<file path="config.mk">
export PLATFORM = sky130hd
export DESIGN_NAME = dma4_hub
export DESIGN_NICKNAME = d
export VERILOG_FILES = /design/src/rtl/dma4_pkg.sv /design/src/rtl/dma4_chan.sv /design/src/rtl/dma4_arb.sv /design/src/rtl/dma4_regif.sv /design/src/rtl/dma4_hub.sv
export SDC_FILE = /design/constraint.sdc
export NUM_CORES = 2
export LEC_CHECK = 0
export BUFFER_PORTS_ARGS = -buffer_cell sky130_fd_sc_hd__buf_4
export CAP_MARGIN = 10
export CORE_MARGIN = 2
export CORE_UTILIZATION = 60
export CTS_BUF_LIST = sky130_fd_sc_hd__clkbuf_16
export DETAILED_ROUTE_END_ITERATION = 8
export PLACE_DENSITY = 0.89
export SYNTH_ARGS = -nofsm -noshare
export SYNTH_HDL_FRONTEND = slang
export SYNTH_SLANG_ARGS = --single-unit
</file>
<file path="constraint.sdc">
create_clock -name clk -period 13.5 [get_ports clk]
set_clock_uncertainty 0.1 [all_clocks]
set_input_delay 0.675 -clock clk [delete_from_list [all_inputs] [get_ports clk]]
set_output_delay 0.675 -clock clk [all_outputs]
set_load 0.005 [all_outputs]
</file>
<file path="src/rtl/dma4_pkg.sv">
package dma4_pkg;
  localparam int ADDR_W = 32;
  localparam int HALVES = 6;
  localparam int CTL_W  = 16;

  localparam int B_ON   = 15;
  localparam int B_IRQ  = 14;
  localparam int B_TMH  = 13;
  localparam int B_TML  = 12;
  localparam int B_WIDE = 10;
  localparam int B_SAH  = 8;
  localparam int B_SAL  = 7;
  localparam int B_DAH  = 6;
  localparam int B_DAL  = 5;

  typedef enum logic [1:0] {
    ADJ_UP   = 2'd0,
    ADJ_DOWN = 2'd1,
    ADJ_HOLD = 2'd2,
    ADJ_UP2  = 2'd3
  } adj_e;

  function automatic logic [ADDR_W-1:0] adj_addr(input logic [ADDR_W-1:0] a,
                                                 input logic [1:0] mode,
                                                 input logic wide);
    logic [ADDR_W-1:0] d;
    d = wide ? ADDR_W'(4) : ADDR_W'(2);
    case (adj_e'(mode))
      ADJ_DOWN: adj_addr = a - d;
      ADJ_HOLD: adj_addr = a;
      default:  adj_addr = a + d;
    endcase
  endfunction
endpackage

</file>
<file path="src/rtl/dma4_chan.sv">
module dma4_chan
  import dma4_pkg::*;
#(
  parameter int                CW       = 14,
  parameter logic [ADDR_W-1:0] SRC_MASK = 32'h07FF_FFFF,
  parameter logic [ADDR_W-1:0] DST_MASK = 32'h07FF_FFFF
) (
  input  logic              clk,
  input  logic              rst,
  input  logic [HALVES-1:0] hw_we,
  input  logic [31:0]       wd,
  input  logic              step_i,
  output logic              elig_o,
  output logic [ADDR_W-1:0] src_o,
  output logic [ADDR_W-1:0] dst_o,
  output logic              wide_o,
  output logic [CTL_W-1:0]  ctl_o,
  output logic              irq_o
);
  localparam logic [CW:0] FULL = (CW+1)'(1) << CW;

  logic [ADDR_W-1:0] src_q, dst_q, src_nx, dst_nx;
  logic [CW-1:0]     cnt_q, cnt_nx;
  logic [CTL_W-1:0]  ctl_q, ctl_nx;
  logic [ADDR_W-1:0] cur_src, cur_dst;
  logic [CW:0]       cur_cnt;
  logic              irq_q;

  always_comb begin
    src_nx = src_q;
    dst_nx = dst_q;
    if (hw_we[0]) src_nx[15:0]  = wd[15:0];
    if (hw_we[1]) src_nx[31:16] = wd[31:16];
    if (hw_we[2]) dst_nx[15:0]  = wd[15:0];
    if (hw_we[3]) dst_nx[31:16] = wd[31:16];
    cnt_nx = hw_we[4] ? wd[CW-1:0] : cnt_q;
    ctl_nx = hw_we[5] ? wd[31:16]  : ctl_q;
  end

  always_ff @(posedge clk) begin
    if (rst) begin
      src_q   <= '0;
      dst_q   <= '0;
      cnt_q   <= '0;
      ctl_q   <= '0;
      cur_src <= '0;
      cur_dst <= '0;
      cur_cnt <= '0;
      irq_q   <= 1'b0;
    end else begin
      src_q <= src_nx & SRC_MASK;
      dst_q <= dst_nx & DST_MASK;
      cnt_q <= cnt_nx;
      irq_q <= 1'b0;
      if (step_i && ctl_q[B_ON]) begin
        cur_src <= adj_addr(cur_src, ctl_q[B_SAH:B_SAL], ctl_q[B_WIDE]) & SRC_MASK;
        cur_dst <= adj_addr(cur_dst, ctl_q[B_DAH:B_DAL], ctl_q[B_WIDE]) & DST_MASK;
        cur_cnt <= cur_cnt - 1'b1;
        if (cur_cnt == (CW+1)'(1)) begin
          ctl_q[B_ON] <= 1'b0;
          irq_q       <= ctl_q[B_IRQ];
        end
      end
      if (hw_we[5]) begin
        ctl_q <= ctl_nx;
        if (!ctl_q[B_ON] && ctl_nx[B_ON]) begin
          cur_src <= src_nx & SRC_MASK;
          cur_dst <= dst_nx & DST_MASK;
          cur_cnt <= (cnt_nx == '0) ? FULL : {1'b0, cnt_nx};
        end
      end
    end
  end

  assign elig_o = ctl_q[B_ON] && (ctl_q[B_TMH:B_TML] == 2'b00);
  assign src_o  = cur_src;
  assign dst_o  = cur_dst;
  assign wide_o = ctl_q[B_WIDE];
  assign ctl_o  = ctl_q;
  assign irq_o  = irq_q;


  irq_after_step_chk: assert property (@(posedge clk) disable iff (rst)
    irq_q |-> $past(step_i));


  load_nonzero_chk: assert property (@(posedge clk) disable iff (rst)
    $rose(ctl_q[B_ON]) |-> (cur_cnt != '0));
endmodule

</file>
<file path="src/rtl/dma4_arb.sv">
module dma4_arb #(
  parameter int NCH = 4,
  localparam int IW = (NCH > 1) ? $clog2(NCH) : 1
) (
  input  logic           clk,
  input  logic           rst,
  input  logic [NCH-1:0] elig_i,
  input  logic           done_i,
  output logic           busy_o,
  output logic [IW-1:0]  gnt_o,
  output logic [NCH-1:0] step_o
);
  logic          busy_q;
  logic [IW-1:0] gnt_q;
  logic [IW-1:0] pick;
  logic          found;

  always_comb begin
    pick  = '0;
    found = 1'b0;
    for (int i = NCH-1; i >= 0; i--) begin
      if (elig_i[i]) begin
        pick  = IW'(i);
        found = 1'b1;
      end
    end
  end

  always_ff @(posedge clk) begin
    if (rst) begin
      busy_q <= 1'b0;
      gnt_q  <= '0;
    end else if (!busy_q) begin
      if (found) begin
        busy_q <= 1'b1;
        gnt_q  <= pick;
      end
    end else if (done_i) begin
      busy_q <= 1'b0;
    end
  end

  always_comb begin
    step_o = '0;
    if (busy_q && done_i) step_o[gnt_q] = 1'b1;
  end

  assign busy_o = busy_q;
  assign gnt_o  = gnt_q;

  function automatic logic [NCH-1:0] below(input logic [IW-1:0] g);
    below = '0;
    for (int i = 0; i < NCH; i++) if (i < int'(g)) below[i] = 1'b1;
  endfunction


  grant_hold_chk: assert property (@(posedge clk) disable iff (rst)
    (busy_q && !done_i) |=> (busy_q && $stable(gnt_q)));


  grant_issue_chk: assert property (@(posedge clk) disable iff (rst)
    (!busy_q && (|elig_i)) |=> busy_q);


  prio_order_chk: assert property (@(posedge clk) disable iff (rst)
    $rose(busy_q) |-> (($past(elig_i) & below(gnt_q)) == '0));
endmodule

</file>
<file path="src/rtl/dma4_regif.sv">
module dma4_regif
  import dma4_pkg::*;
#(
  parameter int NCH    = 4,
  parameter int REG_AW = 8,
  parameter int BASE   = 'hB0,
  parameter int BLK    = 12
) (
  input  logic              clk,
  input  logic              rst,
  input  logic              wr_i,
  input  logic              rd_i,
  input  logic              wide_i,
  input  logic [REG_AW-1:0] addr_i,
  input  logic [31:0]       wdata_i,
  input  logic [CTL_W-1:0]  ctl_i [NCH],
  output logic [HALVES-1:0] hw_we [NCH],
  output logic [31:0]       wd_o,
  output logic [31:0]       rdata_o
);
  logic [31:0] rd_val;
  logic        wo_hit;
  logic [31:0] rdata_q;

  assign wd_o = wide_i ? wdata_i : {wdata_i[15:0], wdata_i[15:0]};

  always_comb begin
    logic [REG_AW-1:0] rel;
    logic [2:0]        k;
    logic              hit;
    rd_val = '0;
    wo_hit = 1'b0;
    for (int c = 0; c < NCH; c++) begin
      hw_we[c] = '0;
      rel = addr_i - REG_AW'(BASE + BLK*c);
      hit = (addr_i >= REG_AW'(BASE + BLK*c)) && (rel < REG_AW'(BLK));
      k   = rel[3:1];
      if (hit) begin
        if (wide_i) begin
          if (rel[1:0] == 2'b00) begin
            if (wr_i) begin
              hw_we[c][k]             = 1'b1;
              hw_we[c][3'(k + 3'd1)]  = 1'b1;
            end
            if (rel == REG_AW'(8)) rd_val = {ctl_i[c], 16'h0000};
            else                   wo_hit = 1'b1;
          end
        end else if (!rel[0]) begin
          if (wr_i) hw_we[c][k] = 1'b1;
          if (rel == REG_AW'(10)) rd_val = {16'h0000, ctl_i[c]};
          else                    wo_hit = 1'b1;
        end
      end
    end
  end

  always_ff @(posedge clk) begin
    if (rst)       rdata_q <= '0;
    else if (rd_i) rdata_q <= rd_val;
  end

  assign rdata_o = rdata_q;


  wo_read_zero_chk: assert property (@(posedge clk) disable iff (rst)
    (rd_i && wo_hit) |=> (rdata_o == '0));
endmodule

</file>
<file path="src/rtl/dma4_hub.sv">
module dma4_hub
  import dma4_pkg::*;
#(
  parameter int                NCH        = 4,
  parameter int                REG_AW     = 8,
  parameter int                BASE       = 'hB0,
  parameter int                BLK        = 12,
  parameter int                CNT_W_LO   = 14,
  parameter int                CNT_W_HI   = 16,
  parameter logic [ADDR_W-1:0] MASK_NARROW = 32'h07FF_FFFF,
  parameter logic [ADDR_W-1:0] MASK_WIDE   = 32'h0FFF_FFFF,
  localparam int               IW         = (NCH > 1) ? $clog2(NCH) : 1
) (
  input  logic              clk,
  input  logic              rst,
  input  logic              reg_wr_i,
  input  logic              reg_rd_i,
  input  logic              reg_wide_i,
  input  logic [REG_AW-1:0] reg_addr_i,
  input  logic [31:0]       reg_wdata_i,
  output logic [31:0]       reg_rdata_o,
  output logic              bus_req_o,
  output logic [IW-1:0]     bus_chan_o,
  output logic [ADDR_W-1:0] bus_src_o,
  output logic [ADDR_W-1:0] bus_dst_o,
  output logic              bus_wide_o,
  input  logic              bus_done_i,
  output logic              cpu_stall_o,
  output logic [NCH-1:0]    irq_o
);
  logic [HALVES-1:0] hw_we  [NCH];
  logic [31:0]       wd;
  logic [CTL_W-1:0]  ch_ctl [NCH];
  logic [ADDR_W-1:0] ch_src [NCH];
  logic [ADDR_W-1:0] ch_dst [NCH];
  logic [NCH-1:0]    ch_wide;
  logic [NCH-1:0]    elig;
  logic [NCH-1:0]    step;
  logic              busy;
  logic [IW-1:0]     gnt;

  dma4_regif #(.NCH(NCH), .REG_AW(REG_AW), .BASE(BASE), .BLK(BLK)) u_regif (
    .clk(clk), .rst(rst), .wr_i(reg_wr_i), .rd_i(reg_rd_i), .wide_i(reg_wide_i),
    .addr_i(reg_addr_i), .wdata_i(reg_wdata_i), .ctl_i(ch_ctl),
    .hw_we(hw_we), .wd_o(wd), .rdata_o(reg_rdata_o)
  );

  for (genvar i = 0; i < NCH; i++) begin : g_ch
    localparam int                CW = (i == NCH-1) ? CNT_W_HI : CNT_W_LO;
    localparam logic [ADDR_W-1:0] SM = (i == 0)     ? MASK_NARROW : MASK_WIDE;
    localparam logic [ADDR_W-1:0] DM = (i == NCH-1) ? MASK_WIDE   : MASK_NARROW;
    dma4_chan #(.CW(CW), .SRC_MASK(SM), .DST_MASK(DM)) u_chan (
      .clk(clk), .rst(rst), .hw_we(hw_we[i]), .wd(wd), .step_i(step[i]),
      .elig_o(elig[i]), .src_o(ch_src[i]), .dst_o(ch_dst[i]),
      .wide_o(ch_wide[i]), .ctl_o(ch_ctl[i]), .irq_o(irq_o[i])
    );
  end

  dma4_arb #(.NCH(NCH)) u_arb (
    .clk(clk), .rst(rst), .elig_i(elig), .done_i(bus_done_i),
    .busy_o(busy), .gnt_o(gnt), .step_o(step)
  );

  assign bus_req_o   = busy;
  assign bus_chan_o  = gnt;
  assign bus_src_o   = ch_src[gnt];
  assign bus_dst_o   = ch_dst[gnt];
  assign bus_wide_o  = ch_wide[gnt];
  assign cpu_stall_o = |elig;


  irq_single_chk: assert property (@(posedge clk) disable iff (rst)
    $onehot0(irq_o));


  stall_on_grant_chk: assert property (@(posedge clk) disable iff (rst)
    $rose(bus_req_o) |-> $past(cpu_stall_o));
endmodule

</file>
# After elaboration in Yosys (flattened, before gate mapping)
# Index checks and enable logic that the tools add are counted.
totals:
  register_bits: 699
  input_bits: 46
  output_inout_bits: 105
  wordCells: 371
op_classes:
  n_addsub: 28
  order_cmp: 27
  eq_ne: 28
  mux: 175
  bitwise_logic: 14
  n_reduce_logical: 60
ops:
  columns: ["operator", "n"]
  rows:
  - ["2-to-1 mux 32 bit", 52]
  - ["2-to-1 mux 16 bit", 18]
  - ["case mux 28 bit (2 select lines)", 4]
  - ["case mux 27 bit (2 select lines)", 4]
  - ["2-to-1 mux 15 bit", 12]
  - ["2-to-1 mux 6 bit", 24]
  - ["binary-select mux 32 bit (select 2 bit)", 2]
  - ["adder 28 bit", 4]
  - ["subtractor 28 bit", 4]
  - ["adder 27 bit", 4]
  - ["subtractor 27 bit", 4]
  - ["2-to-1 mux 17 bit", 4]
  - ["== test 8 x 4 -> 1 bit, second input constant", 8]
  - ["2-to-1 mux 12 bit", 4]
  - ["== test 15 x 1 -> 1 bit, second input constant", 3]
  - ["subtractor 15 x 1 -> 15 bit, second input constant", 3]
  - ["2-to-1 mux 11 bit", 4]
  - ["logical NOT 14 bit", 3]
  - ["2-to-1 mux 14 bit", 3]
  - ["greater-or-equal comparator 8 bit, second input constant", 4]
  - ["less-than comparator 3 x 4 -> 1 bit, second input constant", 8]
  - ["less-than comparator 8 x 4 -> 1 bit, second input constant", 4]
  - ["subtractor 8 bit, second input constant", 4]
  - ["logical AND 1 bit", 26]
  - ["other kinds (26)", 122]

# Longest topological paths before layout
logic_depth:
  depth_word: 18
  ltp_mapped: 15
  ltp_nobuf: 14

# Cells and area by module
# From an unflattened synthesis, not the netlist that was laid out.
hier_totals:
  hier_cells: 4802
  hier_area_um2: 39959.6
by_module_without_submodules:
  columns: ["module", "n_inst", "cells_each", "area_per_inst_um2", "seq_area_each_um2"]
  rows:
  - ["dma4_chan (g_ch[1].u_chan ...)", 2, 1045, 8575.7, 3303.2]
  - ["dma4_chan (g_ch[3].u_chan)", 1, 1085, 8973.6, 3403.3]
  - ["dma4_chan (g_ch[0].u_chan)", 1, 1091, 8777.2, 3283.1]
  - ["dma4_regif", 1, 434, 3268.1, 640.6]
  - ["dma4_hub", 1, 80, 1624.1, 0.0]
  - ["dma4_arb", 1, 22, 165.2, 60.1]

# Worst setup path after synthesis
# No wires, ideal clock.
synth_timing:
  path_kind: "reg2reg"
  startpoint: "reg g_ch[1].u_chan.ctl_q[5]"
  endpoint: "reg g_ch[1].u_chan.cur_dst[26]"
  setup_ns: 0.133
  arrival_time_ns: 4.064
  t_required_ns: 13.267
  slack_ns: 9.204
  path_stages_with_launch: 14
  path_buffers: 0
  synth_period_minus_slack_ns: 4.296
  path_cell_list: "dfxtp_1 > nor2b_1 > and2_1 > ha_1 > nor2b_1 > o31a_1 > o2111a_1 > o41ai_1 > o311ai_0 > a41oi_1 > xor2_1 > nor2_1 > xnor2_1 > a21oi_1"
synth_between:
  elab_chain_cells: 5
  word_cells_on_any_way: 6
  cone_classes: "2 x eq/ne; 4 x mux"
synth_lines:
  columns: ["element", "line_no", "rtl"]
  rows:
  - ["from (decl)", "dma4_chan.sv:24", "logic [CTL_W-1:0] ctl_q, ctl_nx;"]
  - ["from (signal assigned)", "dma4_chan.sv:65", "ctl_q <= ctl_nx;"]
  - ["== test 2 bit or == test 2 x 1 -> 1 bit (tied branches)", "dma4_pkg.sv:28", "case (adj_e'(mode))"]
  - ["case mux 27 bit (2 select lines) *", "dma4_pkg.sv:28", null]
  - ["2-to-1 mux 32 bit *", "dma4_chan.sv:55", "if (step_i && ctl_q[B_ON]) begin"]
  - ["2-to-1 mux 32 bit", "dma4_chan.sv:66", "if (!ctl_q[B_ON] && ctl_nx[B_ON]) begin"]
  - ["2-to-1 mux 32 bit *", "dma4_chan.sv:64", "if (hw_we[5]) begin"]
  - ["to (signal assigned)", "dma4_chan.sv:57", "cur_dst <= adj_addr(cur_dst, ctl_q[B_DAH:B_DAL], ctl_q[B_WIDE]) & DST_MASK;"]
  - ["to (signal assigned)", "dma4_chan.sv:68", "cur_dst <= dst_nx & DST_MASK;"]
  - ["to (decl)", "dma4_chan.sv:25", "logic [ADDR_W-1:0] cur_src, cur_dst;"]
# Mark *: on every way between the ends. The rest lies on a longest branch, timed or not.
# A chain may end at the register's enable or synchronous reset.

# Worst setup path in the final report
layout_timing:
  startpoint: "in reg_addr_i[3]"
  endpoint: "reg g_ch[3].u_chan.cur_src[13]"
layout_between:
  elab_chain_cells: 15
  word_cells_on_any_way: 27
  cone_classes: "2 x add/sub; 6 x order compare; 14 x mux; 1 x bitwise; 4 x reduce/logical"
layout_lines:
  columns: ["element", "line_no", "rtl"]
  rows:
  - ["from (decl)", "dma4_hub.sv:19", "input logic [REG_AW-1:0] reg_addr_i,"]
  - ["subtractor 8 bit", "dma4_regif.sv:35", "rel = addr_i - REG_AW'(BASE + BLK*c);"]
  - ["adder 3 x 1 -> 3 bit", "dma4_regif.sv:43", "hw_we[c][3'(k + 3'd1)] = 1'b1;"]
  - ["less-than comparator 3 x 4 -> 1 bit (implied by the code) or greater-or-equal comparator 3 x 1 -> 1 bit (tied branches)", "dma4_regif.sv:43", null]
  - ["logical AND 1 bit (implied by the code)", "dma4_regif.sv:43", null]
  - ["2-to-1 mux 1 bit (implied by the code)", "dma4_regif.sv:43", null]
  - ["demux 1 bit (select 3 bit)", null, null]
  - ["OR 6 bit (no line)", null, null]
  - ["2-to-1 mux 6 bit", "dma4_regif.sv:41", "if (wr_i) begin"]
  - ["2-to-1 mux 6 bit", "dma4_regif.sv:40", "if (rel[1:0] == 2'b00) begin"]
  - ["2-to-1 mux 6 bit", "dma4_regif.sv:39", "if (wide_i) begin"]
  - ["2-to-1 mux 6 bit *", "dma4_regif.sv:38", "if (hit) begin"]
  - ["2-to-1 mux 16 bit", "dma4_chan.sv:37", "ctl_nx = hw_we[5] ? wd[31:16] : ctl_q;"]
  - ["logical AND 1 bit", "dma4_chan.sv:66", null]
  - ["2-to-1 mux 32 bit", "dma4_chan.sv:66", null]
  - ["2-to-1 mux 32 bit *", "dma4_chan.sv:64", null]
  - ["to (signal assigned)", "dma4_chan.sv:56", "cur_src <= adj_addr(cur_src, ctl_q[B_SAH:B_SAL], ctl_q[B_WIDE]) & SRC_MASK;"]
  - ["to (signal assigned)", "dma4_chan.sv:67", "cur_src <= src_nx & SRC_MASK;"]
  - ["to (decl)", "dma4_chan.sv:25", null]
# Marked as above.

==> key figures <==
Pwr
  • VDD IR-drop max: 0.0791 mV
  • Power density over the cells: 101 mW/mm2
  • Total Power: 4.34 mW
  • Leakage power: 18.5 nW

Detailed routing
  • Via count: 36,100
  • First drt pass iteration count: 9
  • DR WL met2: 52.6 mm
  • Final wirelength: 124 mm
  • Avg WL per Cell: 22.6 um
  • Top Layer Used: met5
  • M1 WL: 47.1 mm
  • First DRT Iteration DRCs: 4,375
  • DRC Markers: 0
  • Wire length on met3: 15.6 mm
  • Post-route ant nets: 0
  • Vias per inst: 6.62

Floorplanning
  • Effective utilization at floorplan: 0.607
  • Die height: 259 um
  • Number of placement rows: 93
  • Die Wd: 259 um
  • Io pins: 151
  • DIE AREA: 0.0671 mm2
  • Core area: 0.0643 mm2

Placement
  • Hpwl dp: 83.5 mm
  • Place WS: 7960 ps
  • Placer Congestion: 0.999
  • Number of port buffers: 150

Critical path
  • Worst setup path startpoint: reg_addr_i[3]
  • RR Endpoint: g_ch[3].u_chan.dst_o[27]$_SDFF_PP0_
  • CP required: 13,860 ps
  • Worst setup EP type: register
  • Register-to-Register Path Depth: 13
  • Critical Path Source Type: input port
  • Crit path top cell by count: buf_4
  • Crit path kind: in -> reg
  • Cell family with most CP delay: simple AND/OR/NAND/NOR gates
  • Worst path slowest cell: nor2_2
  • Reg2reg start: g_ch[3].u_chan.ctl_o[5]$_SDFFE_PP0P_
  • Worst path cell trace: buf_4 > inv_1 > ha_1 > or3b_2 > a21oi_1 > o21ai_0 > nor2_2 > nand3_1 > nor3_2 > buf_4 > buf_4 > nor2_4 > buf_12 > o32ai_1 > a21oi_1
  • Bufs and invs on worst path: 5
  • CP Data Arrival Time: 5560 ps
  • Critical path's largest stage delay: 930 ps
  • Crit Path Max Fanout: 59
  • R2R setup slack: 8750 ps

Timing
  • Final Worst Setup Slack: 8310 ps
  • Worst-Margin Slew: 1290 ps
  • Final Hold Vio Count: 0
  • Slew headroom: 0.138
  • Worst hold margin: 328 ps
  • Final worst-path cycle share: 0.385
  • Min cycle time layout: 5190 ps
  • Fin. max-slew vios: 0
  • RSZ-0062 raised after global routing: no
  • Final setup fails: 0
  • Max Clk Rate: 193 MHz
  • Fin Setup TNS: 0 ps

Job
  • Max cap viols: 0

Yosys
  • Mapped Area: 0.0391 mm2
  • Seq cells post-synth: 699
  • YS warnings: 0
  • Netlist cell types: 85
  • Sequential-to-total area share from yosys stat: 0.358
  • Mean post-synth cell area: 8.56 um2
  • Post-synth EDFFs: 0
  • Syn Inst Count: 4,562
  • Post-Syn Nets: 4,837
  • Main flop type after synthesis: dfxtp_1
  • Async SR Flop Fraction: 0

GRT
  • Gr usage total: 0.357
  • Largest net degree at the start of global routing: 100
  • GRT Residual Overflow: 0
  • Initial antenna violation count: 3
  • First-pass GRT wire length: 189 mm
  • Vias in the first global route: 33,500

Layout
  • Fillers: 4,882
  • Commonest non-fill, non-tap cell in the layout: nor2_1
  • Utilization after layout: 0.670
  • Most frequent cells in the layout: nor2_1 (721), dfxtp_1 (697), a21oi_1 (369)
  • NumNets Final: 4,818
  • Area Overhead vs Synth: 10.5%
  • Ratio of cells with drive above 1 in the final layout: 0.0952

Min path
  • Worst hold start: bus_done_i
  • Hold Crit Class: in -> reg
  • Hold Path Sink: u_arb.busy_o$_SDFF_PP0_
  • Worst Hold Path Cells: 4

Run status
  • Status: finished clean

Clock network
  • Sink Count: 699
  • Clk root buf: clkbuf_16
  • CTS tree: yes
  • Clock Path Buffers: 3
  • CTS resizes: 0
  • Clock latency on the worst-skew pair: 630 ps
  • Clock-pin slew on the worst setup and hold paths: 60 ps
  • Post-CTS Setup Bufs: 0
  • Post-cts hold buffer count: 0
  • H-Tree Depth: 3
  • CTS Buf Count: 75
==> cells by family after synthesis <==
family / after synthesis / synth area share
xor gates and xnor gates: 208 / 0.0467
adders and majority gates: 229 / 0.0734
buffers and inverters: 377 / 0.0375
AOI/OAI and AO/OA: 1342 / 0.229
muxes: 265 / 0.0889
DFF: 699 / 0.358
and+or+nand+nor: 1442 / 0.167
==> layer usage <==
layer  up-vias  track usage
met5         -            0
met4         4        0.213
met3       471       0.0782
met2      2141        0.540
met1     16900        0.468
li1      16600            -
==> cells in the mapped netlist, types with 9 or more instances <==
cell type | n | share of area
nor2_1 | 725 | 0.070
dfxtp_1 | 699 | 0.36
a21oi_1 | 369 | 0.047
clkbuf_1 | 269 | 0.026
a211oi_1 | 266 | 0.051
nand2_1 | 257 | 0.025
ha_1 | 229 | 0.073
o21ai_0 | 202 | 0.026
mux2i_1 | 194 | 0.050
xnor2_1 | 117 | 0.026
a21o_1 | 103 | 0.020
nor3_1 | 91 | 0.012
xor2_1 | 91 | 0.020
inv_1 | 72 | 0.0069
mux4_2 | 65 | 0.037
nand3_1 | 60 | 0.0077
o21a_1 | 54 | 0.010
and3_1 | 49 | 0.0078
nor2b_1 | 38 | 0.0061
and2_1 | 37 | 0.0059
nand2b_1 | 37 | 0.0059
o22a_1 | 37 | 0.0083
nor4_1 | 33 | 0.0053
a221oi_1 | 31 | 0.0070
a211o_1 | 25 | 0.0056
nand4_1 | 25 | 0.0040
a31oi_1 | 24 | 0.0038
or3_1 | 24 | 0.0038
buf_1 | 22 | 0.0021
o32ai_1 | 21 | 0.0047
o22ai_1 | 20 | 0.0032
a22oi_1 | 19 | 0.0037
o31ai_1 | 19 | 0.0037
a22o_1 | 18 | 0.0040
o21bai_1 | 17 | 0.0033
a222oi_1 | 16 | 0.0041
nor3b_1 | 14 | 0.0027
a21boi_0 | 10 | 0.0019
a2111oi_0 | 9 | 0.0020
a41oi_1 | 9 | 0.0020
==> power by group <==
part	total (mW)	internal [mW]	switching [mW]
clock network	2.12	1.24	0.873
registers	2.07	2.06	0.00172
logic	0.161	0.0348	0.126
total	4.34	3.34	1.00
==> worst reg2reg max path: cells and delay by family (launching register included) <==
family                   cells  cell delay (ps)
AO/OA/AOI/OAI                6             1920
AND/OR/NAND/NOR              5              870
buffers and inverters        1              790
flip-flops                   1              530
adder cells (fa/ha/maj)      1              420
==> area by class of cell <==
class                   count  area [um2]  share of cell area
clock inverters            60         596              0.0138
diodes                      1        2.50           0.0000580
inverters                  73         274             0.00635
multi-input cells        3486       23700               0.550
clock buffers              75        1880              0.0435
repair buffers            208        1590              0.0368
flip-flops and latches    699       14000               0.325
well taps                 855        1070              0.0248
==> worst max-delay path by stage <==
stage | endpoint | slack, ps | depth (start not counted)
floorplan | g_ch[1].u_chan.dst_o[26]$_SDFF_PP0_ | 9200 | 13
global placement | g_ch[3].u_chan.cur_cnt[13]$_SDFF_PP0_ | 8040 | 13
detailed placement | g_ch[3].u_chan.dst_o[26]$_SDFF_PP0_ | 7960 | 14
CTS | g_ch[3].u_chan.src_o[13]$_SDFF_PP0_ | 8540 | 14
global route | g_ch[3].u_chan.cur_cnt[2]$_SDFF_PP0_ | 8070 | 13
finish | g_ch[3].u_chan.src_o[13]$_SDFF_PP0_ | 8310 | 15
==> registers in the layout, indices dropped and copies added, names as in the netlist, 32 cells and up <==
| signal | flops |
|---|---|
| g_ch.u_chan.cur_cnt | 62 |
| g_ch.u_chan.cnt_q | 58 |
| g_ch.u_chan.ctl_o | 64 |
| g_ch.u_chan.src_o | 128 |
| u_regif.rdata_o | 32 |
| g_ch.u_chan.dst_o | 128 |
| g_ch.u_chan.dst_q | 109 |
| g_ch.u_chan.src_q | 111 |
==> through the flow <==
step,cells,instance area [um2]
floorplan,4562,39100
global placement,5319,40600
detailed placement,5319,40600
CTS,5454,43100
global route,5456,43100
finish,5457,43100
Note: power is estimated with default switching activity, not from simulation.
